File: config.mk
export PLATFORM = sky130hd
export DESIGN_NAME = cpwm_dt
export DESIGN_NICKNAME = d
export VERILOG_FILES = /design/src/rtl/cpwm_pkg.sv /design/src/rtl/cpwm_dt_decode.sv /design/src/rtl/cpwm_timebase.sv /design/src/rtl/cpwm_deadband.sv /design/src/rtl/cpwm_dt.sv
export SDC_FILE = /design/constraint.sdc
export NUM_CORES = 1
export LEC_CHECK = 0
export BUFFER_PORTS_ARGS = -buffer_cell sky130_fd_sc_hd__buf_4
export CORE_UTILIZATION = 25
export DETAILED_ROUTE_END_ITERATION = 10
export SETUP_SLACK_MARGIN = 0.05
export SLEW_MARGIN = 0
export SYNTH_ARGS = -nofsm -noshare
export SYNTH_HDL_FRONTEND = slang
export SYNTH_SLANG_ARGS = --single-unit
File: constraint.sdc
create_clock -name clk -period 3.4 [get_ports clk]
set_clock_uncertainty 0.2 [all_clocks]
set_input_delay 0.17 -clock clk [delete_from_list [all_inputs] [get_ports clk]]
set_output_delay 0.17 -clock clk [all_outputs]
set_load 0.05 [all_outputs]
File: src/rtl/cpwm_pkg.sv
package cpwm_pkg;
  localparam int DT_CODE_W = 8;
  localparam int DT_DIV_W  = 2;
  localparam int DT_BASE_W = 10;            // largest base delay is 1008 ticks
  localparam int DT_W      = DT_BASE_W + 2; // up to four clocks per tick

  typedef enum logic {CNT_UP = 1'b0, CNT_DN = 1'b1} cnt_dir_e;

  typedef enum logic [1:0] {
    DTDIV_1  = 2'd0,
    DTDIV_2  = 2'd1,
    DTDIV_4  = 2'd2,
    DTDIV_4B = 2'd3
  } dt_div_e;
endpackage

File: src/rtl/cpwm_dt_decode.sv
module cpwm_dt_decode
  import cpwm_pkg::*;
(
  input  logic                 clk,
  input  logic                 rst,
  input  logic [DT_CODE_W-1:0] code,
  input  logic [DT_DIV_W-1:0]  div,
  output logic [DT_W-1:0]      delay
);
  logic [DT_BASE_W-1:0] base;
  logic [DT_W-1:0]      scaled;

  // four ranges, each with a coarser step
  always_comb begin
    if (!code[7])      base = DT_BASE_W'(code);
    else if (!code[6]) base = DT_BASE_W'({1'b1, code[5:0], 1'b0});
    else if (!code[5]) base = DT_BASE_W'({1'b1, code[4:0], 3'b000});
    else               base = {1'b1, code[4:0], 4'b0000};
  end

  // tick length in clocks
  always_comb begin
    case (dt_div_e'(div))
      DTDIV_1: scaled = DT_W'(base);
      DTDIV_2: scaled = DT_W'(base) << 1;
      default: scaled = DT_W'(base) << 2;
    endcase
  end

  always_ff @(posedge clk) begin
    if (rst) delay <= '0;
    else     delay <= scaled;
  end
endmodule

File: src/rtl/cpwm_timebase.sv
module cpwm_timebase
  import cpwm_pkg::*;
#(
  parameter int CW = 16
) (
  input  logic          clk,
  input  logic          rst,
  input  logic [CW-1:0] period_in,
  input  logic          center_in,
  output logic [CW-1:0] cnt,
  output logic          load
);
  logic          primed;
  logic          ctr_sh;
  logic [CW-1:0] per_sh;
  cnt_dir_e      dir;
  logic          wrap;

  always_comb begin
    if (!ctr_sh)          wrap = (cnt >= per_sh);
    else if (dir == CNT_UP) wrap = (per_sh <= CW'(1)) && (cnt >= per_sh);
    else                  wrap = (cnt <= CW'(1));
  end

  assign load = !primed || wrap;

  always_ff @(posedge clk) begin
    if (rst) begin
      primed <= 1'b0;
      cnt    <= '0;
      dir    <= CNT_UP;
      per_sh <= '0;
      ctr_sh <= 1'b0;
    end else begin
      primed <= 1'b1;
      if (load) begin
        cnt    <= '0;
        dir    <= CNT_UP;
        per_sh <= period_in;
        ctr_sh <= center_in;
      end else if (ctr_sh && dir == CNT_UP && cnt >= per_sh) begin
        dir <= CNT_DN;
        cnt <= per_sh - CW'(1);
      end else if (dir == CNT_UP) begin
        cnt <= cnt + CW'(1);
      end else begin
        cnt <= cnt - CW'(1);
      end
    end
  end

  assert_cnt_bound_R1: assert property (@(posedge clk) disable iff (rst)
    primed |-> (cnt <= per_sh));

  assert_load_restart_R9: assert property (@(posedge clk) disable iff (rst)
    load |=> (cnt == '0 && dir == CNT_UP));

  assert_down_sweep_R3: assert property (@(posedge clk) disable iff (rst)
    (dir == CNT_DN) |-> (ctr_sh && cnt >= CW'(1) && cnt < per_sh));
endmodule

File: src/rtl/cpwm_deadband.sv
module cpwm_deadband
  import cpwm_pkg::*;
#(
  parameter int DW = DT_W
) (
  input  logic          clk,
  input  logic          rst,
  input  logic          ref_in,
  input  logic [DW-1:0] delay,
  output logic          main_act,
  output logic          comp_act
);
  logic          ref_q;
  logic          armed;
  logic [DW-1:0] hold;
  logic          edge_seen;

  // the first cycle after reset counts as an edge so neither output starts early
  assign edge_seen = (ref_in ^ ref_q) || !armed;

  always_ff @(posedge clk) begin
    if (rst) begin
      ref_q    <= 1'b0;
      armed    <= 1'b0;
      hold     <= '0;
      main_act <= 1'b0;
      comp_act <= 1'b0;
    end else begin
      ref_q <= ref_in;
      armed <= 1'b1;
      if (edge_seen && delay != '0) begin
        hold     <= delay;
        main_act <= 1'b0;
        comp_act <= 1'b0;
      end else if (!edge_seen && hold > DW'(1)) begin
        hold <= hold - DW'(1);
      end else begin
        hold     <= '0;
        main_act <= ref_in;
        comp_act <= !ref_in;
      end
    end
  end

  assert_gap_after_edge_R4: assert property (@(posedge clk) disable iff (rst)
    (armed && (ref_in ^ ref_q) && delay != '0) |=> (!main_act && !comp_act));

  assert_main_tracks_ref_R6: assert property (@(posedge clk) disable iff (rst)
    main_act |-> $past(ref_in));

  assert_comp_tracks_ref_R6: assert property (@(posedge clk) disable iff (rst)
    comp_act |-> !$past(ref_in));
endmodule

File: src/rtl/cpwm_dt.sv
module cpwm_dt
  import cpwm_pkg::*;
#(
  parameter int NCH = 4,
  parameter int CW  = 16
) (
  input  logic              clk,
  input  logic              rst,
  input  logic [CW-1:0]     cfg_period,
  input  logic              cfg_center,
  input  logic [NCH*CW-1:0] cfg_compare,
  input  logic [NCH-1:0]    cfg_enable,
  input  logic [NCH-1:0]    cfg_polarity,
  input  logic [1:0]        cfg_dt_div,
  input  logic [7:0]        cfg_dt_code,
  output logic [NCH-1:0]    pwm_main,
  output logic [NCH-1:0]    pwm_comp
);
  logic [CW-1:0]            cnt;
  logic                     load;
  logic [DT_W-1:0]          delay;
  logic [NCH-1:0][CW-1:0]   cmp_sh;
  logic [NCH-1:0]           ref_v;
  logic [NCH-1:0]           main_act;
  logic [NCH-1:0]           comp_act;
  logic                     started;

  cpwm_timebase #(.CW(CW)) i_timebase (
    .clk       (clk),
    .rst       (rst),
    .period_in (cfg_period),
    .center_in (cfg_center),
    .cnt       (cnt),
    .load      (load)
  );

  cpwm_dt_decode i_dt_decode (
    .clk   (clk),
    .rst   (rst),
    .code  (cfg_dt_code),
    .div   (cfg_dt_div),
    .delay (delay)
  );

  // compare values move into the shadow only at a cycle boundary
  always_ff @(posedge clk) begin
    if (rst)       cmp_sh <= '0;
    else if (load) cmp_sh <= cfg_compare;
  end

  for (genvar ch = 0; ch < NCH; ch++) begin : g_chan
    assign ref_v[ch] = (cnt < cmp_sh[ch]);

    cpwm_deadband #(.DW(DT_W)) i_deadband (
      .clk      (clk),
      .rst      (rst),
      .ref_in   (ref_v[ch]),
      .delay    (delay),
      .main_act (main_act[ch]),
      .comp_act (comp_act[ch])
    );
  end

  always_ff @(posedge clk) begin
    if (rst) begin
      pwm_main <= '0;
      pwm_comp <= '0;
      started  <= 1'b0;
    end else begin
      pwm_main <= (main_act & cfg_enable) ^ cfg_polarity;
      pwm_comp <= (comp_act & cfg_enable) ^ cfg_polarity;
      started  <= 1'b1;
    end
  end

  assert_disabled_idle_R10: assert property (@(posedge clk) disable iff (rst)
    started |-> ((((pwm_main ^ $past(cfg_polarity)) | (pwm_comp ^ $past(cfg_polarity)))
                 & ~$past(cfg_enable)) == '0));

  assert_pair_exclusive_R6: assert property (@(posedge clk) disable iff (rst)
    started |-> (((pwm_main ^ $past(cfg_polarity)) & (pwm_comp ^ $past(cfg_polarity))) == '0));
endmodule

==> results.py, run 1 <==
metrics = {
    "setup_path": {
        "reg2reg_depth": 9,
        "crit_fanout": 67,
        "crit_type": "reg2reg",
        "critical-path-top-delay-family": "compound AO/OA/AOI/OAI gates",
        "cpMaxStageDelayCell": "a2111o_1",
        "worstPathCellList": "inv_1, ha_1, nand2b_4, a2111oi_4, a2111oi_2, a2111o_1, a21oi_4, buf_12, mux2i_1",
        "cp.arrival_ns": 3.23,
        "rr_startpoint": "i_timebase.cnt[0]$_SDFF_PP0_",
        "required_ns": 3.57,
        "cp_num_buf_inv": 2,
        "r2r-end": "cmp_sh[41]$_SDFFE_PP0P_",
        "critPathLaunchType": "flip-flop",
        "crit_path_end_kind": "flip-flop",
        "cpPeakStageDelay_ns": 0.50,
        "r2r_setup_slack_ns": 0.34,
    },
    "clocking": {
        "cts_num_sinks": 179,
        "clkTransAtPathRegs_ns": 0.07,
        "numCtsBuffers": 17,
        "cts_max_path_buffers": 2,
        "cts_max_level": 4,
        "worst_skew_pair.late_latency_ns": 0.44,
        "cts_tree": "done",
        "cts_root_buffer": "clkbuf_16",
        "cts.repair.resized": 0,
    },
    "power": {
        "ir_drop_mv": 0.327,
        "power.leakage_nw": 6.11,
        "finalPower_mw": 6.66,
        "p_per_area_nw_per_um2": 474,
    },
    "route": {
        "via_per_inst": 4.70,
        "routedWlPerCell_um": 14.9,
        "final_antenna_net_count": 0,
        "wl_um": 30500,
        "drtPass1Iterations": 5,
        "drt_iter0_drc": 597,
        "vias": 9617,
        "drc_errors": 0,
    },
    "worst_hold_path": {
        "min_path_cells": 3,
        "holdPathEnd": "i_dt_decode.delay[4]$_SDFF_PP0_",
        "min_path_type": "in2reg",
        "hp-start": "cfg_dt_code[2]",
    },
    "sta": {
        "tns_ns": 0,
        "fin_hold_ws_ns": 0.0248,
        "max_clock_freq_ghz": 0.327,
        "finalSetupViolCount": 0,
        "maxSlewViolCount": 0,
        "fin_crit_ns": 3.06,
        "min_period_over_period_pct": 90.0,
        "finalHoldViolCount": 0,
        "worst_pin_slew_ns": 0.692,
        "rsz0062_at_grt": "no",
        "max-slew-margin-rel_pct": 53.4,
    },
    "yosys": {
        "ys_ff_latch": 179,
        "synth_cell_types": 70,
        "yosysWarnings": 0,
        "syn_area_um2": 10800,
        "synth.net_count": 1467,
        "syn_avg_cell_area_um2": 8.43,
        "async_flop_share_pct": 0,
        "synth-edff-count": 0,
        "syn_inst": 1277,
        "ys.flop_type": "dfxtp_1",
        "seq_area_frac_synth_pct": 33.3,
    },
    "die": {
        "core_region_area_um2": 42200,
        "die_w_um": 210,
        "num_rows": 75,
        "start_util_pct": 25.5,
        "die_area_um2": 43900,
        "io_pins": 109,
        "die_y_um": 210,
    },
    "placement": {
        "portBuffers": 108,
        "place.gp.congestion": 0.865,
        "post-place-cells": 1899,
        "place_area_um2": 12300,
        "hpwlAfterDp_um": 22400,
    },
    "run": {
        "drv_cap": 0,
    },
    "finish": {
        "num_antenna_cells": 0,
        "multi_input_area_um2": 6490,
        "nets": 1684,
        "drive_gt1_share_pct": 13.3,
        "seq_area_um2": 3580,
        "final_cells": 2046,
        "postLayoutCellArea_um2": 14000,
        "fillers": 4365,
        "syn_to_final_growth_pct": 30.3,
    },
    "grt": {
        "grt_max_degree": 103,
        "grt_pass1_vias": 9363,
        "grt_pass1_wl_um": 48800,
        "antenna_found_initial": 0,
        "overflow": 0,
        "grtUsageTotal_pct": 14.0,
    },
    "outcome": {
        "status": "complete, no violations",
    },
}
synth_stat cells, drive strengths merged (4+ instances only):
cell type / n / area [um^2]
a21o: 9 / 67.6
a211oi: 22 / 205
o21ai: 23 / 115
buf: 20 / 156
a21oi: 38 / 190
a21boi: 4 / 30.0
nand3: 21 / 105
nand4: 16 / 100
clkbuf: 41 / 154
or3: 6 / 37.5
nand2b: 10 / 70.1
or4: 7 / 52.6
nor2b: 11 / 68.8
nand2: 240 / 901
nand3b: 5 / 37.5
o21a: 7 / 52.6
mux2i: 110 / 1100
inv: 106 / 398
xnor2: 37 / 324
dfxtp: 179 / 3580
nor3: 21 / 110
a31oi: 11 / 68.8
nor4: 29 / 181
o22ai: 14 / 87.6
nor2: 64 / 240
nor3b: 5 / 37.5
xor2: 33 / 289
and4: 6 / 52.6
a2111oi: 6 / 96.3
and2: 9 / 56.3
ha: 89 / 1110
a32o: 6 / 60.1
o211ai: 5 / 42.5
and3: 7 / 43.8
a221oi: 6 / 52.6
o31ai: 6 / 45.0
o32ai: 13 / 114
worst register-to-register path: stages (launching register included):
cell       delay [ns]
dfxtp_1          0.33
inv_1            0.09
ha_1             0.31
nand2b_4         0.15
a2111oi_4        0.38
a2111oi_2        0.12
a2111o_1         0.50
a21oi_4          0.22
buf_12           0.40
mux2i_1          0.31
timing repair:
action,CTS,global route
hold buffers,115,0
buffers inserted,0,0
endpoints found under the hold margin,104,0
registers in the layout (all words and copies together), names as in the netlist, 4 cells and up:
signal	cells
cmp_sh	64
g_chan.i_deadband.comp_act	4
g_chan.i_deadband.hold	48
g_chan.i_deadband.main_act	4
g_chan.i_deadband.ref_q	4
i_dt_decode.delay	12
i_timebase.cnt	16
i_timebase.per_sh	16
pwm_comp	4
pwm_main	4
layout make-up:
type,count,share of cell area [%]
sequential,179,25.5
inverter,106,2.85
clock inverter,14,1.37
timing repair buffer,259,16.1
tap,539,4.80
clock buffer,18,3.13
multi-input combinational,931,46.2
stage by stage:
stage	worst slack, ns	util (%)
final	0.338	33.2
after global routing	0.126	33.2
after CTS	0.333	33.2
after detailed placement	0.360	29.0
after global placement	0.432	29.0
after floorplan	0.607	-
cells by family (layout without fill, tap and decap cells):
logic type               count (synthesis)  in the layout  synth area share (%)
buffers and inverters                  167            397                  6.58
AND/OR/NAND/NOR                        467            467                  20.3
AO/OA/AOI/OAI                          193            193                  13.4
XOR/XNOR                                70             70                  5.69
flip-flops                             179            179                  33.3
multiplexers                           112            112                  10.4
adder cells (fa/ha/maj)                 89             89                  10.3
layout by cell type, fill, tap and decap left out, types with 4 or more instances in the layout:
cell type / synthesis / layout
and2_1: 9 / 9
inv_1: 106 / 105
o32ai_1: 13 / 13
o22ai_1: 14 / 14
nor2b_1: 11 / 11
xnor2_1: 37 / 37
nand3b_1: 5 / 5
clkbuf_16: 0 / 17
a211oi_1: 14 / 14
xor2_1: 33 / 33
nor3b_1: 5 / 5
a31oi_1: 11 / 11
dlygate4sd3_1: 0 / 115
a211oi_2: 8 / 8
o211ai_1: 4 / 4
a21oi_1: 38 / 37
o21a_1: 7 / 7
a32o_1: 6 / 6
buf_4: 2 / 142
nor3_1: 20 / 20
ha_1: 89 / 89
and4_1: 6 / 6
nand2b_1: 9 / 9
dfxtp_1: 179 / 179
a221oi_1: 6 / 6
nand4_1: 16 / 16
a21o_1: 9 / 9
or4_1: 7 / 7
o31ai_1: 6 / 6
nor2_1: 64 / 64
and3_1: 7 / 7
mux2i_1: 110 / 110
nand2_1: 240 / 240
nand3_1: 21 / 21
a21boi_0: 4 / 4
o21ai_0: 23 / 23
or3_1: 6 / 6
nor4_1: 29 / 29
how the worst max path moves through the flow:
stage | start | to | slack [ns] | cells past startpoint
6_report | i_timebase.cnt[0]$_SDFF_PP0_ | cmp_sh[41]$_SDFFE_PP0P_ | 0.34 | 9
5_1_grt | i_timebase.per_sh[9]$_SDFFE_PP0P_ | cmp_sh[1]$_SDFFE_PP0P_ | 0.13 | 9
4_1_cts | i_timebase.cnt[0]$_SDFF_PP0_ | cmp_sh[39]$_SDFFE_PP0P_ | 0.33 | 9
3_5_place_dp | i_timebase.cnt[0]$_SDFF_PP0_ | cmp_sh[41]$_SDFFE_PP0P_ | 0.36 | 9
3_3_place_gp | i_timebase.cnt[0]$_SDFF_PP0_ | cmp_sh[24]$_SDFFE_PP0P_ | 0.43 | 9
2_1_floorplan | i_timebase.cnt[0]$_SDFF_PP0_ | i_timebase.cnt[3]$_SDFF_PP0_ | 0.61 | 10
power by group:
part           internal (mW)  total [mW]  switching (mW)  leakage, nW
logic                  0.930        2.03            1.10         4.33
clock network           1.20        2.13           0.924        0.310
registers               2.32        2.50           0.180         1.47
routing by layer:
metal  global-route usage, %  share of wire (%)
met4                    5.08                2.6
met1                    18.1                 47
met3                    2.66                3.9
met2                    23.0                 46
met5                       0                  0
Power figures use the tool's default switching activity.
==> run 2, diff against run 1 <==
- CORE_MARGIN: default -> 8
==> results.py, run 2 (synthesis gave the netlist of run 1 again) <==
metrics = {
    "outcome": {
        "status": "complete, no violations",
    },
    "clocking": {
        "numCtsBuffers": 17,
        "worst_skew_pair.late_latency_ns": 0.44,
        "postCtsSetupRepairBufs": 0,
        "cts_tree": "done",
        "clkTransAtPathRegs_ns": 0.07,
        "cts_root_buffer": "clkbuf_16",
        "cts_max_path_buffers": 2,
        "cts_max_level": 4,
        "cts_num_sinks": 179,
    },
    "grt": {
        "grtUsageTotal_pct": 12.5,
        "overflow": 0,
        "grt_pass1_vias": 9759,
        "grt_max_degree": 97,
        "antenna_found_initial": 0,
        "grt_pass1_wl_um": 50600,
    },
    "setup_path": {
        "crit_type": "reg2reg",
        "cp_num_buf_inv": 1,
        "reg2reg_depth": 8,
        "critPathLaunchType": "flip-flop",
        "rr_startpoint": "i_timebase.cnt[15]$_SDFF_PP0_",
        "cpPeakStageDelay_ns": 0.59,
        "required_ns": 3.54,
        "crit_fanout": 12,
        "critical-path-top-delay-family": "compound AO/OA/AOI/OAI gates",
        "worstPathCellList": "ha_1, and4_1, nand4_1, a2111oi_2, a2111o_1, buf_4, nand3_1, a311oi_1",
        "r2r-end": "i_timebase.cnt[8]$_SDFF_PP0_",
        "cpMaxStageDelayCell": "dfxtp_1",
        "r2r_setup_slack_ns": 0.27,
        "crit_path_start": "i_timebase.cnt[15]$_SDFF_PP0_",
        "cp.arrival_ns": 3.27,
        "crit_path_end_kind": "flip-flop",
    },
    "die": {
        "die_w_um": 224,
        "start_util_pct": 25.2,
        "die_y_um": 224,
        "core_region_area_um2": 42800,
        "die_area_um2": 50000,
        "io_pins": 109,
        "num_rows": 76,
    },
    "finish": {
        "seq_area_um2": 3580,
        "syn_to_final_growth_pct": 30.8,
        "nets": 1686,
        "largest_reg_flops": 64,
        "multi_input_area_um2": 6490,
        "drive_gt1_share_pct": 13.4,
        "regMostFlops": "cmp_sh",
        "final_cell_mix": "nand2_1 (240), dfxtp_1 (178), buf_4 (144)",
        "num_antenna_cells": 0,
        "fillers": 4436,
        "layout_commonest_cell": "nand2_1",
        "final_cells": 2055,
        "reg_top3": "cmp_sh (64), g_chan.i_deadband.hold (48)",
    },
    "worst_hold_path": {
        "hp-start": "cfg_dt_code[2]",
        "min_path_cells": 3,
        "holdPathEnd": "i_dt_decode.delay[4]$_SDFF_PP0_",
        "min_path_type": "in2reg",
    },
    "placement": {
        "portBuffers": 108,
        "post-place-cells": 1908,
        "place.gp.congestion": 0.859,
        "hpwlAfterDp_um": 23200,
    },
    "sta": {
        "worst_pin_slew_ns": 0.732,
        "fin_crit_ns": 3.13,
        "max_clock_freq_ghz": 0.319,
        "tns_ns": 0,
        "min_period_over_period_pct": 92.1,
        "maxSlewViolCount": 0,
        "finalHoldViolCount": 0,
        "rsz0062_at_grt": "no",
        "finalSetupViolCount": 0,
        "max-slew-margin-rel_pct": 50.7,
    },
    "power": {
        "p_per_area_nw_per_um2": 481,
        "power.leakage_nw": 6.12,
        "ir_drop_mv": 0.325,
    },
    "route": {
        "final_antenna_net_count": 0,
        "drtPass1Iterations": 4,
        "routedWlPerCell_um": 15.4,
        "wl_um": 31600,
        "via_per_inst": 4.72,
        "drc_errors": 0,
        "vias": 9690,
        "drt_iter0_drc": 549,
    },
    "run": {
        "drv_cap": 0,
    },
}
## run 2: repair_timing
action | 4_1_cts | 5_1_grt
hold buffers | 115 | 0
gates resized for setup | 0 | 1
endpoints found under the hold margin | 104 | 0
setup endpoints to repair | 0 | 1
## run 2: worst min-delay path, stage by stage
cell and delay (ns):
buf_4 0.09, mux2i_1 0.09, a211oi_1 0.25
## run 2: final cells by class
type	count	area share, %
Clock buffer	20	3.24
Clock inverter	12	1.43
Inverter	106	2.86
Multi-Input combinational cell	931	46.1
Sequential cell	179	25.4
Tap cell	546	4.85
Timing Repair Buffer	261	16.1
## run 2: how the worst max path moves through the flow
stage,to,depth (start not counted)
3_5_place_dp,i_timebase.cnt[8]$_SDFF_PP0_,8
2_1_floorplan,i_timebase.cnt[3]$_SDFF_PP0_,10
6_report,i_timebase.cnt[8]$_SDFF_PP0_,8
3_3_place_gp,i_timebase.cnt[0]$_SDFF_PP0_,8
5_1_grt,i_timebase.cnt[8]$_SDFF_PP0_,8
4_1_cts,i_timebase.cnt[8]$_SDFF_PP0_,8
## run 2: power breakdown
part | switching [mW] | internal (mW) | leakage (nW)
logic | 1.09 | 0.934 | 4.33
clock network | 0.901 | 1.35 | 0.317
registers | 0.183 | 2.32 | 1.47
## run 2: layer usage
layer,track usage [%],share of wire [%],up-vias
li1,-,-,4903
met1,15.6,47,4563
met2,21.4,48,182
met3,2.26,3.3,42
met4,4.10,2.2,0
met5,0,0,-
## run 2: stage by stage
stage | util (%) | power [mW] | hold slack (ns) | worst slack [ns] | area [um^2]
after global placement | 28.7 | 4.40 | 0.224 | 0.377 | 12300
after detailed placement | 28.7 | 4.45 | 0.232 | 0.299 | 12300
after floorplan | - | 3.95 | 0.109 | 0.607 | 10800
after global routing | 32.9 | 7.14 | 0.0558 | 0.0575 | 14100
final | 32.9 | 6.78 | 0.0250 | 0.268 | 14100
after CTS | 32.9 | 6.81 | 0.0233 | 0.250 | 14100
